==> src/rtl/ivt_pkg.sv <==
package ivt_pkg;
    localparam int DATA_W    = 32;
    localparam int EN_POS    = 31;
    localparam int MODE_POS  = 30;
    localparam int PEND_POS  = 30;
    localparam int OFS_TRIG  = 0;
    localparam int OFS_STAT  = 4;
    localparam int CNT_LIMIT = 29;

    typedef enum logic [1:0] {
        SEL_NONE = 2'd0,
        SEL_TRIG = 2'd1,
        SEL_STAT = 2'd2
    } reg_sel_e;
endpackage

==> src/rtl/ivt_decode.sv <==
module ivt_decode
    import ivt_pkg::*;
#(
    parameter int ADDR_W = 12,
    parameter logic [ADDR_W-1:0] BASE_ADDR = '0
) (
    input  logic [ADDR_W-1:0] addr,
    input  logic              wr,
    output reg_sel_e          sel,
    output logic              wr_trig,
    output logic              wr_stat
);
    localparam logic [ADDR_W-1:0] A_TRIG = BASE_ADDR + ADDR_W'(OFS_TRIG);
    localparam logic [ADDR_W-1:0] A_STAT = BASE_ADDR + ADDR_W'(OFS_STAT);

    always_comb begin
        if (addr == A_TRIG)      sel = SEL_TRIG;
        else if (addr == A_STAT) sel = SEL_STAT;
        else                     sel = SEL_NONE;
        wr_trig = wr && (sel == SEL_TRIG);
        wr_stat = wr && (sel == SEL_STAT);
    end
endmodule

==> src/rtl/ivt_counter.sv <==
module ivt_counter #(
    parameter int CNT_W = 29
) (
    input  logic             clk,
    input  logic             rst_n,
    input  logic             tick,
    input  logic             load,
    input  logic             ld_en,
    input  logic             ld_per,
    input  logic [CNT_W-1:0] ld_cnt,
    output logic             en,
    output logic             per,
    output logic [CNT_W-1:0] reload,
    output logic [CNT_W-1:0] cnt,
    output logic             expire
);
    typedef struct packed {
        logic             en;
        logic             per;
        logic [CNT_W-1:0] reload;
        logic [CNT_W-1:0] cnt;
    } cnt_state_t;

    cnt_state_t st_d, st_q;
    logic       expire_d;

    always_comb begin
        st_d     = st_q;
        expire_d = 1'b0;
        if (load) begin
            // a software write overrides any tick in the same cycle
            st_d.en     = ld_en;
            st_d.per    = ld_per;
            st_d.reload = ld_cnt;
            st_d.cnt    = ld_cnt;
        end else if (st_q.en && tick) begin
            if (st_q.cnt == '0) begin
                expire_d = 1'b1;
                if (st_q.per) st_d.cnt = st_q.reload;
                else          st_d.en  = 1'b0;
            end else begin
                st_d.cnt = st_q.cnt - 1'b1;
            end
        end
    end

    always_ff @(posedge clk or negedge rst_n) begin
        if (!rst_n) st_q <= '0;
        else        st_q <= st_d;
    end

    assign en     = st_q.en;
    assign per    = st_q.per;
    assign reload = st_q.reload;
    assign cnt    = st_q.cnt;
    assign expire = expire_d;

    assert_cnt_within_reload_R5: assert property (@(posedge clk) disable iff (!rst_n)
        en |-> (cnt <= reload));
    assert_oneshot_disarms_R4: assert property (@(posedge clk) disable iff (!rst_n)
        (expire && !per) |=> !en);
    assert_idle_holds_R4: assert property (@(posedge clk) disable iff (!rst_n)
        (!en && !load) |=> $stable(cnt));
    assert_load_immediate_R6: assert property (@(posedge clk) disable iff (!rst_n)
        load |=> (cnt == $past(ld_cnt)) && (en == $past(ld_en)));
endmodule

==> src/rtl/ivt_irq.sv <==
module ivt_irq (
    input  logic clk,
    input  logic rst_n,
    input  logic set,
    input  logic clr,
    output logic irq
);
    typedef struct packed {
        logic pend;
    } irq_state_t;

    irq_state_t st_d, st_q;

    always_comb begin
        st_d = st_q;
        if (clr) st_d.pend = 1'b0;
        if (set) st_d.pend = 1'b1;
    end

    always_ff @(posedge clk or negedge rst_n) begin
        if (!rst_n) st_q <= '0;
        else        st_q <= st_d;
    end

    assign irq = st_q.pend;

    assert_irq_level_R7: assert property (@(posedge clk) disable iff (!rst_n)
        (irq && !clr) |=> irq);
    assert_set_wins_R8: assert property (@(posedge clk) disable iff (!rst_n)
        set |=> irq);
endmodule

==> src/rtl/ivt_timer.sv <==
module ivt_timer
    import ivt_pkg::*;
#(
    parameter int CNT_W = 29,
    parameter int ADDR_W = 12,
    parameter logic [ADDR_W-1:0] BASE_ADDR = '0
) (
    input  logic              clk,
    input  logic              rst_n,
    input  logic              tick,
    input  logic              bus_wr,
    input  logic [ADDR_W-1:0] bus_addr,
    input  logic [31:0]       bus_wdata,
    output logic [31:0]       bus_rdata,
    output logic              irq
);
    reg_sel_e         sel;
    logic             wr_trig, wr_stat;
    logic             en, per, expire;
    logic [CNT_W-1:0] reload, cnt;
    logic             unused_wbits;

    assign unused_wbits = ^bus_wdata[29:CNT_W];

    ivt_decode #(
        .ADDR_W    (ADDR_W),
        .BASE_ADDR (BASE_ADDR)
    ) u_decode (
        .addr    (bus_addr),
        .wr      (bus_wr),
        .sel     (sel),
        .wr_trig (wr_trig),
        .wr_stat (wr_stat)
    );

    ivt_counter #(
        .CNT_W (CNT_W)
    ) u_counter (
        .clk    (clk),
        .rst_n  (rst_n),
        .tick   (tick),
        .load   (wr_trig),
        .ld_en  (bus_wdata[EN_POS]),
        .ld_per (bus_wdata[MODE_POS]),
        .ld_cnt (bus_wdata[CNT_W-1:0]),
        .en     (en),
        .per    (per),
        .reload (reload),
        .cnt    (cnt),
        .expire (expire)
    );

    ivt_irq u_irq (
        .clk   (clk),
        .rst_n (rst_n),
        .set   (expire),
        .clr   (wr_stat && bus_wdata[PEND_POS]),
        .irq   (irq)
    );

    always_comb begin
        bus_rdata = '0;
        unique case (sel)
            SEL_TRIG: begin
                bus_rdata[EN_POS]     = en;
                bus_rdata[MODE_POS]   = per;
                bus_rdata[CNT_W-1:0]  = reload;
            end
            SEL_STAT: begin
                bus_rdata[PEND_POS]   = irq;
                bus_rdata[CNT_W-1:0]  = cnt;
            end
            default: bus_rdata = '0;
        endcase
    end

    assert_irq_from_expiry_R3: assert property (@(posedge clk) disable iff (!rst_n)
        $rose(irq) |-> $past(expire));
endmodule

==> config.mk <==
export PLATFORM = sky130hd
export DESIGN_NAME = ivt_timer
export DESIGN_NICKNAME = d
export VERILOG_FILES = /design/src/rtl/ivt_pkg.sv /design/src/rtl/ivt_decode.sv /design/src/rtl/ivt_counter.sv /design/src/rtl/ivt_irq.sv /design/src/rtl/ivt_timer.sv
export SDC_FILE = /design/constraint.sdc
export NUM_CORES = 1
export LEC_CHECK = 0
export CORE_ASPECT_RATIO = 1.2
export CORE_MARGIN = 2
export CORE_UTILIZATION = 60
export CTS_CLUSTER_DIAMETER = 200
export DETAILED_ROUTE_END_ITERATION = 8
export DONT_BUFFER_PORTS = 1
export GPL_TIMING_DRIVEN = 0
export HOLD_SLACK_MARGIN = 0.15
export PLACE_DENSITY = 0.76
export REMOVE_ABC_BUFFERS = 1
export SLEW_MARGIN = 10
export SYNTH_ARGS = -nofsm -noshare
export SYNTH_HDL_FRONTEND = slang
export SYNTH_HIERARCHICAL = 1
export SYNTH_SLANG_ARGS = --single-unit
==> constraint.sdc <==
create_clock -name clk -period 3 [get_ports clk]
set_input_delay 0.3 -clock clk [delete_from_list [all_inputs] [get_ports clk]]
set_output_delay 0.3 -clock clk [all_outputs]
set_load 0.01 [all_outputs]
==> results of run 1 <==
what timing repair did:
item / in CTS / in global routing
endpoints found under the setup margin: 56 / 23
buffers inserted: 6 / 6
resized for setup: 6 / 11
hold endpoints to repair: 110 / 0
pin swaps: 2 / 1
hold buffers: 33 / 0
per-layer routing:
| metal | global-route usage | wire length (microns) | part of all wire |
|---|---|---|---|
| met5 | 0 | 0 | 0 |
| met2 | 0.497 | 5150 | 0.49 |
| met1 | 0.417 | 4540 | 0.43 |
| met3 | 0.0394 | 680 | 0.064 |
| met4 | 0.128 | 207 | 0.020 |
cell families after synthesis:
| family | count (synthesis) | share of synthesized area |
|---|---|---|
| compound gates | 143 | 0.250 |
| xor+xnor | 1 | 0.00226 |
| fa+ha+maj | 3 | 0.00967 |
| buf+inv | 56 | 0.0735 |
| flops | 61 | 0.393 |
| mux | 22 | 0.0635 |
| other cells | 1 | 0.000966 |
| simple gates | 166 | 0.207 |
worst max-delay path, delay by kind of cell (launching register included):
kind,cells,cell delay (ns)
compound gates,4,0.65
fa+ha+maj,1,0.18
buf+inv,3,0.40
flops,1,0.45
simple gates,2,1.12
final cells by class:
class                   count  area, sq um  share of cell area
multi-input cells         336         2140               0.473
inverters                  22         86.3              0.0190
flip-flops and latches     61         1530               0.337
clock inverters             5         27.5             0.00607
repair buffers             54          512               0.113
clock buffers              11          131              0.0290
well taps                  85          106              0.0234
Yosys cell counts, drive strengths merged, types with 3 or more instances:
library cell and instances:
dfrtp 61, nor2 61, nand2 40, o21ai 37, a22oi 31, inv 21, a21oi 19, clkbuf 19
mux2 18, buf 15, nor4 14, nor3 12, or4 11, o211ai 10, nand3 8, a31oi 6
o31ai 6, a211oi 5, a221oi 5, and2 5, mux2i 4, nand2b 4, or3 4, ha 3
nand4 3, o22ai 3
per-stage QoR:
step | setup WS [ns] | hold slack [ns]
2_1_floorplan | -8.07 | 0.00441
3_3_place_gp | -13.48 | 0.00655
3_5_place_dp | -0.411 | 0.00631
4_1_cts | 0.00649 | 0.152
5_1_grt | -0.00818 | 0.171
6_report | 0.0764 | 0.159
flip-flops by register name, summed over array words and instances (netlist names):
name,count
u_counter/en,1
u_counter/reload,29
u_counter/cnt,29
u_counter/per,1
u_irq/irq,1
power by group through the flow:
stage	clock (mW)	sequential [mW]	combinational, mW
floorplan	0	0.860	0.114
global placement	0	0.864	0.138
detailed placement	0	0.864	0.142
CTS	0.632	0.849	0.207
global route	0.660	0.851	0.245
finish	0.619	0.850	0.225
worst min-delay path by stage:
stage | startpoint | end | slack (ns) | cells past startpoint
4_1_cts | bus_wdata[10] | u_counter/cnt[10] | 0.15 | 2
3_3_place_gp | rst_n | u_irq/irq | 0.007 | 0
6_report | bus_wdata[10] | u_counter/cnt[10] | 0.16 | 2
2_1_floorplan | rst_n | u_counter/cnt[0] | 0.004 | 0
5_1_grt | bus_wdata[10] | u_counter/cnt[10] | 0.17 | 2
3_5_place_dp | rst_n | u_counter/per | 0.006 | 0
==> results.md, run 1 <==
* TritonCTS clock tree: built
* Starting Density at 0.610
* Via count at 3729
* Total grt overflow at 0
* H-tree depth at 3
* Critical path arrival at between 3 and 4 ns
* CTS Sinks at 61
* Non-Filler Instances at about 570
* Post-Syn Area at 3880 sq um
* NetSw at roughly 0.46 mW
* Die Wd at ~77 microns
* Row count at 32
* Post-synth cell types at 61
* Final net count at 535
* Clk buf depth at 2
* Crit Path Class: register to register
* Post-synth ARST share at 1.00
* #FFs+latches synth at 61
* Core Util, Final at 0.712
* DRT iter0 DRCs at 375
* Routed length per instance at about 18 microns
* Final antenna-violating net count at 0
* Cell at the slowest stage of the critical path: or4_4
* Worst Path Required at 3.23 ns
* Worst r2r dst: u_counter/cnt[0]
* Post-DP Area at about 3900 sq um
* Total CTS buffers at 9
* Syn avg cell area at 8.57 sq um
* Power, Total at between 1.5 and 2 mW
* Clock insertion delay at the later pin of the skew report at ~0.35 ns
* Crit-path cells: inv_1 > ha_1 > or4b_4 > or4_4 > o31ai_4 > buf_6 > buf_4 > a21oi_1 > o22ai_1 > o21ai_0
* Fillers at 500
* Setup crit start: u_counter/cnt[0]
* Antenna violations before repair at 0
* Pre-antenna DRT Iters at 5
* R2R cell count at 10
* Antenna Cells at 0
* Ys flop type: dfrtp_1
* MaxCap Viol Count at 0
* Core Region at 6370 sq um
* Cell count after synthesis at around 450
* Max Slew Vio Count at 0
* CTS Root Cell: clkbuf_8
* Largest net degree at the start of global routing at 62
* Sw frac at 0.274
* Placer Congestion at around 0.91
* Worst-path clk slew at approximately 0.07 ns
* Number of global-route vias before repair at 3499
* Die Y at between 90 and 100 microns
* Commonest cells after routing, fill and taps aside: nor2_1, dfrtp_1, nand2_1
* Period utilization at 0.975
* Hold crit path type: input port to register
* Post-synth EDFFs at 0
* GR Util All Layers at 0.307
* Area grow syn2layout at 16.8%
* Final WL at about 11000 microns
* Cells after DPL at 513
* Leakage at about 1.9 nW
* Final hold vios at 0
* Share of power burned in registers at 0.502
* Status: finished, final reports clean
* R2R Path Start: u_counter/cnt[0]
* CP peak stage delay at just under 0.6 ns
* DP HPWL at ~6700 microns
* Finished Cell Area at between 4000 and 5000 sq um
* Comb power frac at 0.133
* CP Capture Type: register
* Int Pwr at approximately 1.2 mW
* Number of port buffers at 0
* Fmax at between 300 and 400 MHz
* Startpoint Class: register
* Post-layout min period at a little under 3 ns
* Clock power share at 0.365
* Final setup viols at 0
* YS warnings at 6
* Fin Setup TNS at 0 ns
* Worst slew margin at 0.515
* Largest cells by area after synthesis: dfrtp_1, a22oi_1, nor2_1, mux2_2, o21ai_0
* Worst R2R Setup Slack at about 0.076 ns
* Die area at a little over 7000 sq um
* IO Count at 81
* Share of layout cells above drive strength 1 at 0.155
* Pwr Density at approximately 370 nW/um^2
* Peak VDD IR at roughly 0.27 mV
* Synth top area share at 0.393
* Largest area contributor in the netlist: dfrtp_1
* CP Max Fanout at 8
* Clk_skew at 0.0134 ns
* Seq/Total Area, Yosys at 0.393
* DR DRC count at 0
* Worst-margin pin slew at between 0.7 and 0.8 ns
* Crit path to: u_counter/cnt[0]
* First-pass GRT wire length at between 15000 and 20000 microns
* Via density at 6.50
(Power assumes the default switching activity.)
==> inputs of run 2 (changes only) <==
==> constraint.sdc (replaced) <==
create_clock -name clk -period 3 [get_ports clk]
set_input_delay 0.15 -clock clk [delete_from_list [all_inputs] [get_ports clk]]
set_output_delay 0.15 -clock clk [all_outputs]
set_load 0.01 [all_outputs]
==> results.md, run 2 (same netlist as run 1, synthesis figures left out) <==
* Met1 Track Usage GR at 0.415 (-0.00193)
* Via count at 3823 (+2.5%)
* Number of port buffers at 0 (unchanged)
* Die area at 7140 sq um (unchanged)
* Met3 Track Usage GR at 0.0394 (unchanged)
* Peak VDD IR at 0.271 mV (+0.16%)
* Post-layout min period at 2.92 ns (-0.00451 ns)
* Global routing's busiest layer: met2
* Critical path arrival at 3.15 ns (about the same)
* Worst r2r dst: u_counter/cnt[0]
* Placer Congestion at 0.910 (unchanged)
* TritonCTS clock tree: built
* Share of layout cells above drive strength 1 at 0.154 (-0.00126)
* Pre-antenna DRT Iters at 7 (+2)
* Share of power burned in registers at 0.499 (-0.003)
* Comb power frac at 0.135 (+0.002)
* Die Y at 92.1 microns (unchanged)
* CP Max Fanout at 8 (unchanged)
* Pwr Density at 372 nW/um^2 (-0.32%)
* Storage cell area at 1530 sq um (unchanged)
* Area of the multi-input gates at 2140 sq um (unchanged)
* Final hold vios at 0 (unchanged)
* Clock power share at 0.366 (about the same)
* R2R Path Start: u_counter/cnt[0]
* Core Region at 6370 sq um (unchanged)
* Worst Path Required at 3.23 ns (about the same)
* Worst slew margin at 0.516 (+0.00100)
* Status: finished, final reports clean
* DP HPWL at 6680 microns (unchanged)
* Fillers at 496 (-0.80%)
* Min-delay src: bus_addr[2]
* H-tree depth at 3 (unchanged)
* Via density at 6.61 (+1.8%)
* GR Util All Layers at 0.308 (+0.00126)
* Routed length per instance at 18.4 microns (-0.26%)
* Clk_skew at 0.0165 ns (+0.00319 ns)
* Post-DP Area at 3860 sq um (unchanged)
* Power, Total at 1.70 mW (+0.56%)
* Final setup viols at 0 (unchanged)
* Total CTS buffers at 9 (unchanged)
* Row count at 32 (unchanged)
* Area grow syn2layout at 17.8%
* Die Wd at 77.4 microns (unchanged)
* Final WL at 10600 microns (+0.44%)
* Hold crit path type: input port to register
* Final net count at 539 (+0.75%)
* NetSw at 0.471 mW (+1.5%)
* Total grt overflow at 0 (unchanged)
* Number of global-route vias before repair at 3524 (+0.71%)
* Worst Hold Depth at 5 (+3)
* Leakage at 1.91 nW (+0.51%)
* CP Capture Type: register
* Clock insertion delay at the later pin of the skew report at 0.35 ns (about the same)
* First-pass GRT wire length at 17500 microns (+0.48%)
* Fin Setup TNS at 0 ns (unchanged)
* MaxCap Viol Count at 0 (unchanged)
* CTS Sinks at 61 (unchanged)
* Max Slew Vio Count at 0 (unchanged)
* Finished Cell Area at 4580 sq um (+0.88%)
* Worst-path clk slew at 0.07 ns (about the same)
* Period utilization at 0.973 (-0.00150)
* GR Util met2 at 0.507 (+0.00942)
* Clk buf depth at 2 (unchanged)
* Antenna violations before repair at 0 (unchanged)
* Largest net degree at the start of global routing at 62 (unchanged)
* Hold EP: u_irq/irq
* DRT iter0 DRCs at 414 (+10%)
* Fmax at 343 MHz (+0.15%)
* Startpoint Class: register
* Sw frac at 0.277 (+0.00264)
* Core Util, Final at 0.719 (+0.00629)
* Antenna Cells at 0 (unchanged)
* IO Count at 81 (unchanged)
* Int Pwr at 1.23 mW (+0.20%)
* Final antenna-violating net count at 0 (unchanged)
* R2R cell count at 10 (unchanged)
* Worst-margin pin slew at 0.725 ns (+0.00118 ns)
* Crit Path Class: register to register
* Commonest cells after routing, fill and taps aside: nor2_1, dfrtp_1, nand2_1
* Worst R2R Setup Slack at 0.08 ns (about the same)
* DR DRC count at 0 (unchanged)
* CTS Root Cell: clkbuf_8
* Starting Density at 0.610 (unchanged)
run 2: changes by cell type in the layout (fill, tap and decap cells not counted), sizes merged:
| cell | previous run | this run |
|---|---|---|
| dlygate4sd3 | 32 | 36 |
run 2: how the worst max path moves through the flow:
stage                     slack, ns  cells after the start              from                 to
after floorplan               -7.92                      6       bus_addr[8]  u_counter/cnt[15]
after global placement       -13.33                      6       bus_addr[8]  u_counter/cnt[15]
after detailed placement      -0.41                      8  u_counter/cnt[0]   u_counter/cnt[6]
after CTS                      0.04                      8  u_counter/cnt[0]  u_counter/cnt[24]
after global routing         -0.008                      8  u_counter/cnt[0]  u_counter/cnt[24]
final                          0.08                     10  u_counter/cnt[0]   u_counter/cnt[0]
run 2: repair_timing:
action | CTS | global route
endpoints found under the setup margin | 26 | 19
gates cloned | 0 | 0
gates resized for setup | 5 | 11
pin swaps | 2 | 2
hold endpoints to repair | 122 | 0
hold buffers | 37 | 0
buffers inserted | 6 | 6
run 2: per-layer routing:
layer,vias up,share of wire
li1,1748,-
met1,1880,0.42
met2,171,0.49
met3,24,0.072
met4,0,0.018
met5,-,0
run 2: power by group through the flow:
stage | clock, mW | sequential, mW | combinational, mW
final | 0.623 | 0.850 | 0.229
after global routing | 0.660 | 0.852 | 0.250
after CTS | 0.632 | 0.849 | 0.211
after detailed placement | 0 | 0.864 | 0.142
after global placement | 0 | 0.864 | 0.138
after floorplan | 0 | 0.860 | 0.114
run 2: worst max-delay path: stages (launching register included):
cell	delay, ns
dfrtp_2	0.45
inv_1	0.07
ha_1	0.18
or4b_4	0.54
or4_4	0.58
o31ai_4	0.38
buf_6	0.20
buf_4	0.13
a21oi_1	0.04
o22ai_1	0.13
o21ai_0	0.09
run 2: through the flow:
step                std cells  worst slack, ns  hold slack (ns)
floorplan                 419            -7.92           -0.146
finish                    578           0.0809            0.197
global placement          504           -13.33           -0.143
global route              578         -0.00818            0.239
CTS                       572           0.0374            0.184
detailed placement        513           -0.411           -0.144
run 2: cell type report:
cell class,count,share of cell area
Multi-Input combinational cell,336,0.469
Clock inverter,5,0.00602
Clock buffer,11,0.0287
Tap cell,85,0.0232
Inverter,22,0.0189
Sequential cell,61,0.334
Timing Repair Buffer,58,0.121
==> inputs of run 3 (changes only) <==
SYNTH_HIERARCHICAL = unset   (was 1)
clock period = 3.57 ns   (was 3 ns; I/O delays follow)
==> results.md, run 3 <==
* Post-layout min period at 3.23 ns (+0.308 ns)
* RSZ-0062 raised after global routing: false
* Wire length on met2 at 5180 microns (about the same)
* Post-synth EDFFs at 0 (unchanged)
* Clk_skew at 0.00650 ns (-0.0100 ns)
* NetSw at 0.331 mW (-30%)
* Final setup viols at 0 (unchanged)
* Most frequent cell after synthesis: nand2_1
* Hold slack final at 0.230 ns (+0.0330 ns)
* GR Util All Layers at 0.309 (about the same)
* MaxCap Viol Count at 0 (unchanged)
* Largest area contributor in the netlist: dfrtp_1
* DRT iter0 DRCs at 369 (-11%)
* Hold crit path type: input port to register
* Fillers at 487 (-1.8%)
* Status: finished, final reports clean
* DP HPWL at 6300 microns (-5.7%)
* Fin Setup TNS at 0 ns (unchanged)
* Largest cells by area after synthesis: dfrtp_1, nand2_1, mux2i_1, nor2_1, o211ai_1
* Clock power share at 0.433 (+0.067)
* Die Y at 91.2 microns (-1.0%)
* Post-synth ARST share at 1.00 (unchanged)
* Crit Path Class: register to register
* Routed length per instance at 17.8 microns (-3.2%)
* Cells after DPL at 524 (+2.1%)
* Area grow syn2layout at 16.9%
* Share of power burned in registers at 0.495 (-0.004)
* Via count at 3630 (-5.0%)
* Core Region at 6090 sq um (-4.3%)
* Clock insertion delay at the later pin of the skew report at 0.34 ns (about the same)
* CTS Root Cell: clkbuf_8
* Finished Cell Area at 4440 sq um (-2.9%)
* Via density at 6.29 (-4.9%)
* Placer Congestion at 0.828 (-9.1%)
* Non-Filler Instances at 577 (-0.17%)
* Int Pwr at 1.09 mW (-11%)
* Final antenna-violating net count at 0 (unchanged)
* Fmax at 310 MHz (-9.5%)
* Synth top area share at 0.401 (+0.00841)
* Die area at 6990 sq um (-2.0%)
* Worst-margin pin slew at 0.999 ns (+0.274 ns)
* Largest net degree at the start of global routing at 62 (unchanged)
* Top Layer Used: met4
* Cell count after synthesis at 467 (+3.1%)
* Worst-path clk slew at 0.07 ns (about the same)
* Number of port buffers at 0 (unchanged)
* DR DRC count at 0 (unchanged)
* Antenna violations before repair at 0 (unchanged)
* Met1 WL at 4240 microns (-5.3%)
* Period utilization at 0.904 (-0.0692)
* Share of layout cells above drive strength 1 at 0.0707 (-0.0835)
* Final net count at 539 (unchanged)
* TritonCTS clock tree: built
* Final hold vios at 0 (unchanged)
* Met3 routed WL at 579 microns (-25%)
* Commonest cells after routing, fill and taps aside: nand2_1, dfrtp_1, nor2_1
* Most common cell after layout, fill and taps aside: nand2_1
* Pwr Density at 320 nW/um^2 (-14%)
* Startpoint Class: register
* Clk buf depth at 2 (unchanged)
* Post-synth top cells: nand2_1, dfrtp_1, nor2_1
* Total grt overflow at 0 (unchanged)
* Seq/Total Area, Yosys at 0.401 (+0.00841)
* Peak VDD IR at 0.274 mV (+0.86%)
* Antenna Cells at 0 (unchanged)
* Worst Path Required at 3.80 ns (+0.57 ns)
* Starting Density at 0.624 (+0.0143)
* Ys flop type: dfrtp_1
* Number of global-route vias before repair at 3439 (-2.4%)
* Post-synth cell types at 52 (-15%)
* Post-DP Area at 3860 sq um (about the same)
* IO Count at 81 (unchanged)
* Row count at 31 (-3.1%)
* Worst R2R Setup Slack at 0.34 ns (+0.26 ns)
* Die Wd at 76.7 microns (-1.0%)
* First-pass GRT wire length at 17300 microns (-1.2%)
* Sw frac at 0.233 (-0.0438)
* CP Max Fanout at 14 (+6)
* Total CTS buffers at 9 (unchanged)
* CTS Sinks at 61 (unchanged)
* CP Capture Type: register
* H-tree depth at 3 (unchanged)
* Area of the multi-input gates at 2140 sq um (-0.23%)
* Max Slew Vio Count at 0 (unchanged)
* Comb power frac at 0.072 (-0.063)
* Storage cell area at 1530 sq um (about the same)
* Syn avg cell area at 8.14 sq um (-5.0%)
* Post-Syn Area at 3800 sq um (-2.1%)
* Post-CTS Setup Repair Bufs at 0 (-6)
* Critical path arrival at 3.46 ns (+0.31 ns)
* Leakage at 2.07 nW (+8.3%)
* Worst slew margin at 0.330 (-0.186)
* #FFs+latches synth at 61 (unchanged)
* YS warnings at 0 (-6)
* Pre-antenna DRT Iters at 6 (-1)
* Final WL at 10300 microns (-3.4%)
-- run 3: changes by cell type after synthesis, sizes merged, moves of 5 or more --
cell    before  now
o21a         2    8
inv         21    6
or4         11    3
o211ai      10   18
mux2i        4   39
a221oi       5    0
nand2       40  110
nand3        8   13
o21ai       37   23
mux2        18    0
a22oi       31    0
-- run 3: path summary, 6_finish.rpt --
path	depth (start not counted)	startpoint	end
max in group asynchronous	2	rst_n	u_counter.cnt[17]
worst max-delay path	7	u_counter.cnt[2]	u_counter.cnt[19]
worst max register to register	7	u_counter.cnt[2]	u_counter.cnt[19]
worst min register to register	2	u_counter.reload[7]	u_counter.reload[7]
min in group asynchronous	2	rst_n	u_counter.reload[22]
worst min-delay path	4	bus_addr[2]	u_counter.reload[18]
-- run 3: repair_timing --
item                                    in CTS  in global routing
hold buffers                                37                  0
resized for setup                            0                  0
hold endpoints to repair                   120                  0
endpoints found under the setup margin       0                  0
-- run 3: worst max-delay path: stages (launching register included) --
cell       delay, ns
dfrtp_1         0.46
nor4_4          0.47
nand4_1         0.43
o41ai_4         0.89
buf_6           0.25
nand2_1         0.20
a2bb2oi_1       0.20
a32o_1          0.21
-- run 3: per-stage QoR --
| stage | setup slack (ns) | power, mW | utilization |
|---|---|---|---|
| floorplan | -0.0461 | 0.757 | - |
| global placement | -2.05 | 0.764 | 0.619 |
| detailed placement | 0.375 | 0.766 | 0.634 |
| CTS | 0.363 | 1.42 | 0.729 |
| global route | 0.151 | 1.47 | 0.730 |
| finish | 0.343 | 1.42 | 0.730 |
-- run 3: layout make-up --
type,count,area share
tap,82,0.0231
timing repair buffer,42,0.104
multi-input combinational,370,0.481
clock inverter,4,0.0107
sequential,61,0.343
clock buffer,12,0.0327
inverter,6,0.00507
-- run 3: power by group through the flow --
stage          clock network [mW]  registers [mW]  logic [mW]
2_1_floorplan                   0           0.715      0.0419
3_3_place_gp                    0           0.716      0.0471
3_5_place_dp                    0           0.717      0.0491
4_1_cts                     0.616           0.704       0.101
5_1_grt                     0.658           0.704       0.113
6_report                    0.615           0.704       0.103
-- run 3: cells by family after synthesis --
| group | share of synthesized area |
|---|---|
| buffers and inverters | 0.0421 |
| flip-flops | 0.401 |
| adder cells (fa/ha/maj) | 0.00329 |
| multiplexers | 0.103 |
| other | 0.000986 |
| XOR/XNOR | 0.0115 |
| AND/OR/NAND/NOR | 0.275 |
| AO/OA/AOI/OAI | 0.163 |
-- run 3: per-layer routing --
metal  vias to the layer above  GRT usage
met5                         -          0
met4                         0      0.129
met3                        28     0.0577
met2                       169      0.512
met1                      1732      0.394
li1                       1701          -
